## config.mk

```make
export PLATFORM = sky130hd
export DESIGN_NAME = tvsync_gen
export DESIGN_NICKNAME = d
export VERILOG_FILES = /design/src/rtl/tvsync_pkg.sv /design/src/rtl/tvsync_hcount.sv /design/src/rtl/tvsync_vcount.sv /design/src/rtl/tvsync_decode.sv /design/src/rtl/tvsync_gen.sv
export SDC_FILE = /design/constraint.sdc
export NUM_CORES = 1
export LEC_CHECK = 0
export BUFFER_PORTS_ARGS = -buffer_cell sky130_fd_sc_hd__buf_2
export CORE_MARGIN = 1
export CORE_UTILIZATION = 40
export DETAILED_ROUTE_END_ITERATION = 7
export GPL_ROUTABILITY_DRIVEN = 0
export PLACE_DENSITY = 0.6
export SYNTH_ARGS = -nofsm -noshare
export SYNTH_HDL_FRONTEND = slang
export SYNTH_SLANG_ARGS = --single-unit
export TNS_END_PERCENT = 100
```

## constraint.sdc

```tcl
create_clock -name clk -period 5 [get_ports clk]
set_input_delay 1 -clock clk [delete_from_list [all_inputs] [get_ports clk]]
set_output_delay 1 -clock clk [all_outputs]
set_load 0.1 [all_outputs]
```

## src/rtl/tvsync_pkg.sv

```systemverilog
`timescale 1ns/1ps
package tvsync_pkg;

    localparam int HCW = 11;
    localparam int VCW = 10;

    typedef logic [HCW-1:0] hcnt_t;
    typedef logic [VCW-1:0] vcnt_t;

    typedef enum logic {
        STD_525 = 1'b0,
        STD_625 = 1'b1
    } tv_std_e;

    typedef enum logic [1:0] {
        VZ_ACTIVE = 2'd0,
        VZ_EQUAL  = 2'd1,
        VZ_BROAD  = 2'd2
    } vzone_e;

    // Horizontal event positions in clock ticks from line start
    typedef struct packed {
        hcnt_t sync_end;
        hcnt_t eq1_end;
        hcnt_t ser1_at;
        hcnt_t mid_at;
        hcnt_t eq2_end;
        hcnt_t ser2_at;
        hcnt_t burst_on;
        hcnt_t burst_off;
        hcnt_t blank_off;
        hcnt_t blank_on;
    } hline_t;

    typedef struct packed {
        logic hsync;
        logic csync;
        logic burst;
        logic hblank;
        logic vblank_n;
    } sync_out_t;

    function automatic hline_t line_plan(tv_std_e s);
        hline_t p;
        if (s == STD_625) begin
            p.sync_end  = hcnt_t'(84);
            p.eq1_end   = hcnt_t'(42);
            p.ser1_at   = hcnt_t'(484);
            p.mid_at    = hcnt_t'(568);
            p.eq2_end   = hcnt_t'(610);
            p.ser2_at   = hcnt_t'(1050);
            p.burst_on  = hcnt_t'(100);
            p.burst_off = hcnt_t'(140);
            p.blank_off = hcnt_t'(186);
            p.blank_on  = hcnt_t'(1106);
        end else begin
            p.sync_end  = hcnt_t'(68);
            p.eq1_end   = hcnt_t'(34);
            p.ser1_at   = hcnt_t'(388);
            p.mid_at    = hcnt_t'(455);
            p.eq2_end   = hcnt_t'(489);
            p.ser2_at   = hcnt_t'(842);
            p.burst_on  = hcnt_t'(76);
            p.burst_off = hcnt_t'(112);
            p.blank_off = hcnt_t'(143);
            p.blank_on  = hcnt_t'(888);
        end
        return p;
    endfunction

    // Final count of a line; the stretched variant exists only for 625 lines
    function automatic hcnt_t line_last(tv_std_e s, logic stretch);
        if (s == STD_625)
            return stretch ? hcnt_t'(1136) : hcnt_t'(1134);
        return hcnt_t'(909);
    endfunction

    function automatic hcnt_t mid_point(tv_std_e s);
        return (s == STD_625) ? hcnt_t'(568) : hcnt_t'(455);
    endfunction

endpackage

```

## src/rtl/tvsync_hcount.sv

```systemverilog
`timescale 1ns/1ps
module tvsync_hcount
    import tvsync_pkg::*;
(
    input  logic    clk,
    input  logic    rst,
    input  tv_std_e std_sel,
    input  logic    stretch,
    output hcnt_t   hcnt,
    output logic    line_end,
    output logic    mid_tick
);

    hcnt_t last_q;
    hcnt_t mid_m1;

    always_comb begin
        last_q   = line_last(std_sel, stretch);
        mid_m1   = mid_point(std_sel) - hcnt_t'(1);
        line_end = (hcnt == last_q);
        mid_tick = (hcnt == mid_m1);
    end

    always_ff @(posedge clk) begin
        if (rst)
            hcnt <= '0;
        else if (line_end)
            hcnt <= '0;
        else
            hcnt <= hcnt + hcnt_t'(1);
    end

endmodule

```

## src/rtl/tvsync_vcount.sv

```systemverilog
`timescale 1ns/1ps
module tvsync_vcount
    import tvsync_pkg::*;
#(
    parameter int FIELD_525I = 525,
    parameter int FIELD_525P = 526,
    parameter int FIELD_625I = 625,
    parameter int FIELD_625P = 624
) (
    input  logic    clk,
    input  logic    rst,
    input  tv_std_e std_sel,
    input  logic    interlace,
    input  logic    step,
    output vcnt_t   vcnt,
    output logic    field,
    output logic    final_line
);

    localparam vcnt_t L525I = vcnt_t'(FIELD_525I - 1);
    localparam vcnt_t L525P = vcnt_t'(FIELD_525P - 1);
    localparam vcnt_t L625I = vcnt_t'(FIELD_625I - 1);
    localparam vcnt_t L625P = vcnt_t'(FIELD_625P - 1);

    vcnt_t top_q;

    always_comb begin
        if (std_sel == STD_625)
            top_q = interlace ? L625I : L625P;
        else
            top_q = interlace ? L525I : L525P;
        final_line = (vcnt >= top_q - vcnt_t'(1));
    end

    always_ff @(posedge clk) begin
        if (rst) begin
            vcnt  <= '0;
            field <= 1'b0;
        end else if (step) begin
            if (vcnt == top_q) begin
                vcnt <= '0;
                if (interlace)
                    field <= ~field;
            end else begin
                vcnt <= vcnt + vcnt_t'(1);
            end
        end
    end

endmodule

```

## src/rtl/tvsync_decode.sv

```systemverilog
`timescale 1ns/1ps
module tvsync_decode
    import tvsync_pkg::*;
#(
    parameter int VSYNC_END_525 = 6,
    parameter int EQ_END_525    = 12,
    parameter int VB_END_525    = 36,
    parameter int VB_START_525  = 519,
    parameter int VSYNC_END_625 = 5,
    parameter int EQ_END_625    = 10,
    parameter int VB_END_625    = 45,
    parameter int VB_START_625  = 620
) (
    input  tv_std_e   std_sel,
    input  hcnt_t     hcnt,
    input  vcnt_t     vcnt,
    output sync_out_t so
);

    localparam vcnt_t VS525 = vcnt_t'(VSYNC_END_525);
    localparam vcnt_t EQ525 = vcnt_t'(EQ_END_525);
    localparam vcnt_t VE525 = vcnt_t'(VB_END_525);
    localparam vcnt_t VB525 = vcnt_t'(VB_START_525);
    localparam vcnt_t VS625 = vcnt_t'(VSYNC_END_625);
    localparam vcnt_t EQ625 = vcnt_t'(EQ_END_625);
    localparam vcnt_t VE625 = vcnt_t'(VB_END_625);
    localparam vcnt_t VB625 = vcnt_t'(VB_START_625);

    hline_t p;
    vcnt_t  vs_end, eq_end, vb_end, vb_start;
    vzone_e zone;
    logic   first_half;

    always_comb begin
        p = line_plan(std_sel);
        if (std_sel == STD_625) begin
            vs_end = VS625; eq_end = EQ625; vb_end = VE625; vb_start = VB625;
        end else begin
            vs_end = VS525; eq_end = EQ525; vb_end = VE525; vb_start = VB525;
        end
    end

    always_comb begin
        first_half = (hcnt < p.mid_at);
        if (vcnt < vs_end)
            zone = VZ_BROAD;
        else if (vcnt < eq_end || vcnt >= vb_start)
            zone = VZ_EQUAL;
        else
            zone = VZ_ACTIVE;
    end

    always_comb begin
        so.hsync  = (hcnt < p.sync_end);
        so.hblank = (hcnt < p.blank_off) || (hcnt >= p.blank_on);
        so.burst  = (zone == VZ_ACTIVE) && (hcnt >= p.burst_on) && (hcnt < p.burst_off);
        so.vblank_n = !((vcnt < vb_end) || (vcnt >= vb_start));
        unique case (zone)
            VZ_BROAD: so.csync = first_half ? (hcnt < p.ser1_at) : (hcnt < p.ser2_at);
            VZ_EQUAL: so.csync = first_half ? (hcnt < p.eq1_end) : (hcnt < p.eq2_end);
            default:  so.csync = (hcnt < p.sync_end);
        endcase
    end

endmodule

```

## src/rtl/tvsync_gen.sv

```systemverilog
`timescale 1ns/1ps
module tvsync_gen
    import tvsync_pkg::*;
#(
    parameter int VB_START_525 = 519,
    parameter int FIELD_525I   = 525,
    parameter int FIELD_525P   = 526,
    parameter int VB_START_625 = 620,
    parameter int FIELD_625I   = 625,
    parameter int FIELD_625P   = 624
) (
    input  logic clk,
    input  logic rst,
    input  logic pal_sel,
    input  logic interlace,
    output logic hsync,
    output logic csync,
    output logic burst,
    output logic hblank,
    output logic vblank_n,
    output logic field
);

    tv_std_e   std_sel;
    hcnt_t     hcnt;
    vcnt_t     vcnt;
    logic      line_end;
    logic      mid_tick;
    logic      final_line;
    sync_out_t so;

    assign std_sel = pal_sel ? STD_625 : STD_525;

    tvsync_hcount u_h (
        .clk      (clk),
        .rst      (rst),
        .std_sel  (std_sel),
        .stretch  (final_line),
        .hcnt     (hcnt),
        .line_end (line_end),
        .mid_tick (mid_tick)
    );

    tvsync_vcount #(
        .FIELD_525I (FIELD_525I),
        .FIELD_525P (FIELD_525P),
        .FIELD_625I (FIELD_625I),
        .FIELD_625P (FIELD_625P)
    ) u_v (
        .clk        (clk),
        .rst        (rst),
        .std_sel    (std_sel),
        .interlace  (interlace),
        .step       (line_end | mid_tick),
        .vcnt       (vcnt),
        .field      (field),
        .final_line (final_line)
    );

    tvsync_decode #(
        .VB_START_525 (VB_START_525),
        .VB_START_625 (VB_START_625)
    ) u_d (
        .std_sel (std_sel),
        .hcnt    (hcnt),
        .vcnt    (vcnt),
        .so      (so)
    );

    assign hsync    = so.hsync;
    assign csync    = so.csync;
    assign burst    = so.burst;
    assign hblank   = so.hblank;
    assign vblank_n = so.vblank_n;

endmodule

```

==> summary.md <==
| Metric | Value |
|---|---|
| Status | finished, final reports clean |
| Hold Path Class | flop to flop |
| Antenna Cells | 0 |
| Final total power | ~0.37 mW |
| Die H | between 70 and 80 µm |
| Final Hold Vio Count | 0 |
| Most frequent cells in the layout | ha_1 (40), nor2_1 (39), nand2_1 (34) |
| Worst endpoint required time | 4.00 ns |
| Arrival time worst endpoint | 3.27 ns |
| Worst setup path startpoint | pal_sel |
| RSZ-0062 raised after global routing | no |
| Post-synth EDFFs | 0 |
| Clock root cell | clkbuf_8 |
| Initial Util | 42.3% |
| Port buffer count | 9 |
| Critical path, cell by cell | buf_2, inv_1, buf_4, ha_1, o21bai_1, a21oi_1, o31ai_1, a21oi_1, o41a_1, o21ai_2, buf_12 |
| Worst path most repeated cell | a21oi_1 |
| Worst skew pair latency | 0.27 ns |
| Period utilisation layout | between 80% and 90% |
| Slew @ Worst Pin | 0.717 ns |
| # nets final | 363 |
| Final setup vio count | 0 |
| Wirelength per Cell | 15.1 µm |
| Core footprint | 5640 µm² |
| Yosys warns | 0 |
| Largest net degree at the start of global routing | 22 |
| CP Capture Type | output port |
| Hold path start | u_h.hcnt[0]$_SDFF_PP0_ |
| Die Width | 79.2 µm |
| Most used DFF post-synth | dfxtp_1 |
| GRT Resource Usage Total | 20.1% |
| Post-CTS Setup Inserts | 0 |
| Most common cell after layout, fill and taps aside | ha_1 |
| CTS Buffer Depth | 2 |
| Final Critical Period | 4.27 ns |
| Synth-to-layout area growth | 7.40% |
| Worst-path clk slew | 0.07 ns |
| Leakage | 1.10 nW |
| Asr flop ratio synth | 0% |
| Hpwl dp | 4430 µm |
| Worst setup SP type | primary input |
| Finished Core Util | 45.4% |
| Layout cells sized above 1 | about 9.7% |
| Die area | between 6000 and 7000 µm² |
| Final worst slack | 0.731 ns |
| First-pass GRT wire length | 9940 µm |
| Synthesis-stage register bit count | 22 |
| Buf/Inv on CP | 4 |
| Max Slew Vio Count | 0 |
| CTS sink cnt | 22 |
| CP delay by family, top | compound AO/OA/AOI/OAI gates |
| Routed WL | 5890 µm |
| Post-route clock skew | roughly 0.011 ns |
| Setup_tns | 0 ns |
| Site row count | 27 |
| CTS Hold Buffers Added | 0 |
| Drt initial violations | approximately 190 |
| Flop-to-flop setup slack | 2.09 ns |
| Critical path class | primary input to output port |
| First-pass DRT Iterations | 4 |
| Final Non-Filler Cells | 390 |
| Drt via density | ~5.9 |
| TritonCTS clock tree | built |
| Max incr delay on CP | 0.37 ns |
| Initial antenna violation count | 0 |
| Post-route ant nets | 0 |
| CTS H-Tree Depth | 1 |
| Post-cts repair resize count | 0 |
| Distinct cells, synth | 65 |
| Max-cap violations | 0 |
| Via count | around 2.3k |
| PwrDens | 144 nW/µm² |
| Vias in the first global route | approximately 2.1k |
| Cells after Synth | between 300 and 400 |
| Top Ports | 10 |
| Residual DRC count | 0 |
| Critical path's slowest cell | o31ai_1 |
| Hold_ws | 0.496 ns |
| Cell area after synthesis | 2380 µm² |
| Rel. slew slack | approximately half |
| Finished Cell Area | between 2000 and 3000 µm² |
| Placed Instance Area | 2510 µm² |
| F_max | roughly 230 MHz |
| Total grt overflow | 0 |
| Num CTS Buffers | 3 |
| Avg Cell Area, Syn | 7.64 µm² |
| DP Worst Slack | ~0.72 ns |
| Post-synthesis sequential area ratio | 18.5% |
| Max VDD drop | 0.0767 mV |
| Worst-path fanout max | 10 |
| RR Startpoint | u_h.hcnt[7]$_SDFF_PP0_ |
| Cell Count Post-Placement | between 300 and 400 |
path summary, 6_finish.rpt:
check        cells after the start                     end
max                             11                   csync
min                              1  u_h.hcnt[0]$_SDFF_PP0_
max reg2reg                      5  u_v.field$_SDFFE_PP0P_
min reg2reg                      1  u_h.hcnt[0]$_SDFF_PP0_
synth_stat cells (all sizes together) (2+ instances only):
cell / n / share of area (%)
xnor2: 5 / 1.8
nand4: 7 / 1.8
ha: 40 / 21
or3: 2 / 0.52
nor2b: 5 / 1.3
nand2: 35 / 5.6
nor2: 40 / 6.6
o221a: 3 / 1.4
xor2: 4 / 1.5
a21o: 5 / 1.6
nor3: 3 / 0.63
o2111ai: 4 / 1.5
inv: 19 / 3.0
nor4b: 2 / 1.0
a21oi: 26 / 5.6
o32ai: 2 / 0.73
buf: 5 / 1.8
nor4: 6 / 1.6
and2: 2 / 0.52
a211oi: 3 / 0.94
nand3: 8 / 1.7
a31oi: 6 / 1.6
o211ai: 3 / 0.94
o31ai: 3 / 1.5
dfxtp: 22 / 18
or2: 2 / 0.52
nand2b: 3 / 0.79
o21bai: 4 / 1.3
o21ai: 16 / 3.4
clkbuf: 5 / 1.4
and3: 3 / 1.0
routing by layer:
layer  global-route usage, %  wire length [µm]
met1                    29.3              2940
met2                    30.0              2570
met3                    2.53               311
met4                    7.27                61
met5                       0                 0
sequential cells by signal, indices dropped and copies added (netlist names):
| register | flops |
|---|---|
| u_h.hcnt | 11 |
| u_v.field | 1 |
| u_v.vcnt | 10 |
worst register-to-register path, delay by kind of cell, from the launching register on:
kind,cells,cell delay (ns)
and+or+nand+nor,2,1.09
muxes,1,0.35
DFF,1,0.65
AOI/OAI and AO/OA,1,0.36
adders and majority gates,1,0.38
kinds of logic (layout without fill, tap and decap cells):
kind of cell	Yosys count	count (layout)	share of synthesized area (%)
other	1	2	0.157
adder cells (fa/ha/maj)	40	40	21.0
XOR/XNOR	9	9	3.31
buffers and inverters	29	34	6.14
flip-flops	22	22	18.5
multiplexers	2	2	0.892
AO/OA/AOI/OAI	86	86	24.7
AND/OR/NAND/NOR	123	123	25.4
power breakdown:
| part | switching, mW | internal, mW |
|---|---|---|
| combinational | 0.0346 | 0.0210 |
| clock | 0.0600 | 0.0703 |
| sequential | 0.00544 | 0.177 |
| total | 0.100 | 0.268 |
area by class of cell:
type / instances / area [µm²]
fill: 550 / 3080
multi-input combinational: 262 / 1810
sequential: 22 / 440
timing repair buffer: 11 / 90.1
tap: 72 / 90.1
inverter: 19 / 71.3
clock buffer: 4 / 55.1
Power figures use the tool's default switching activity.
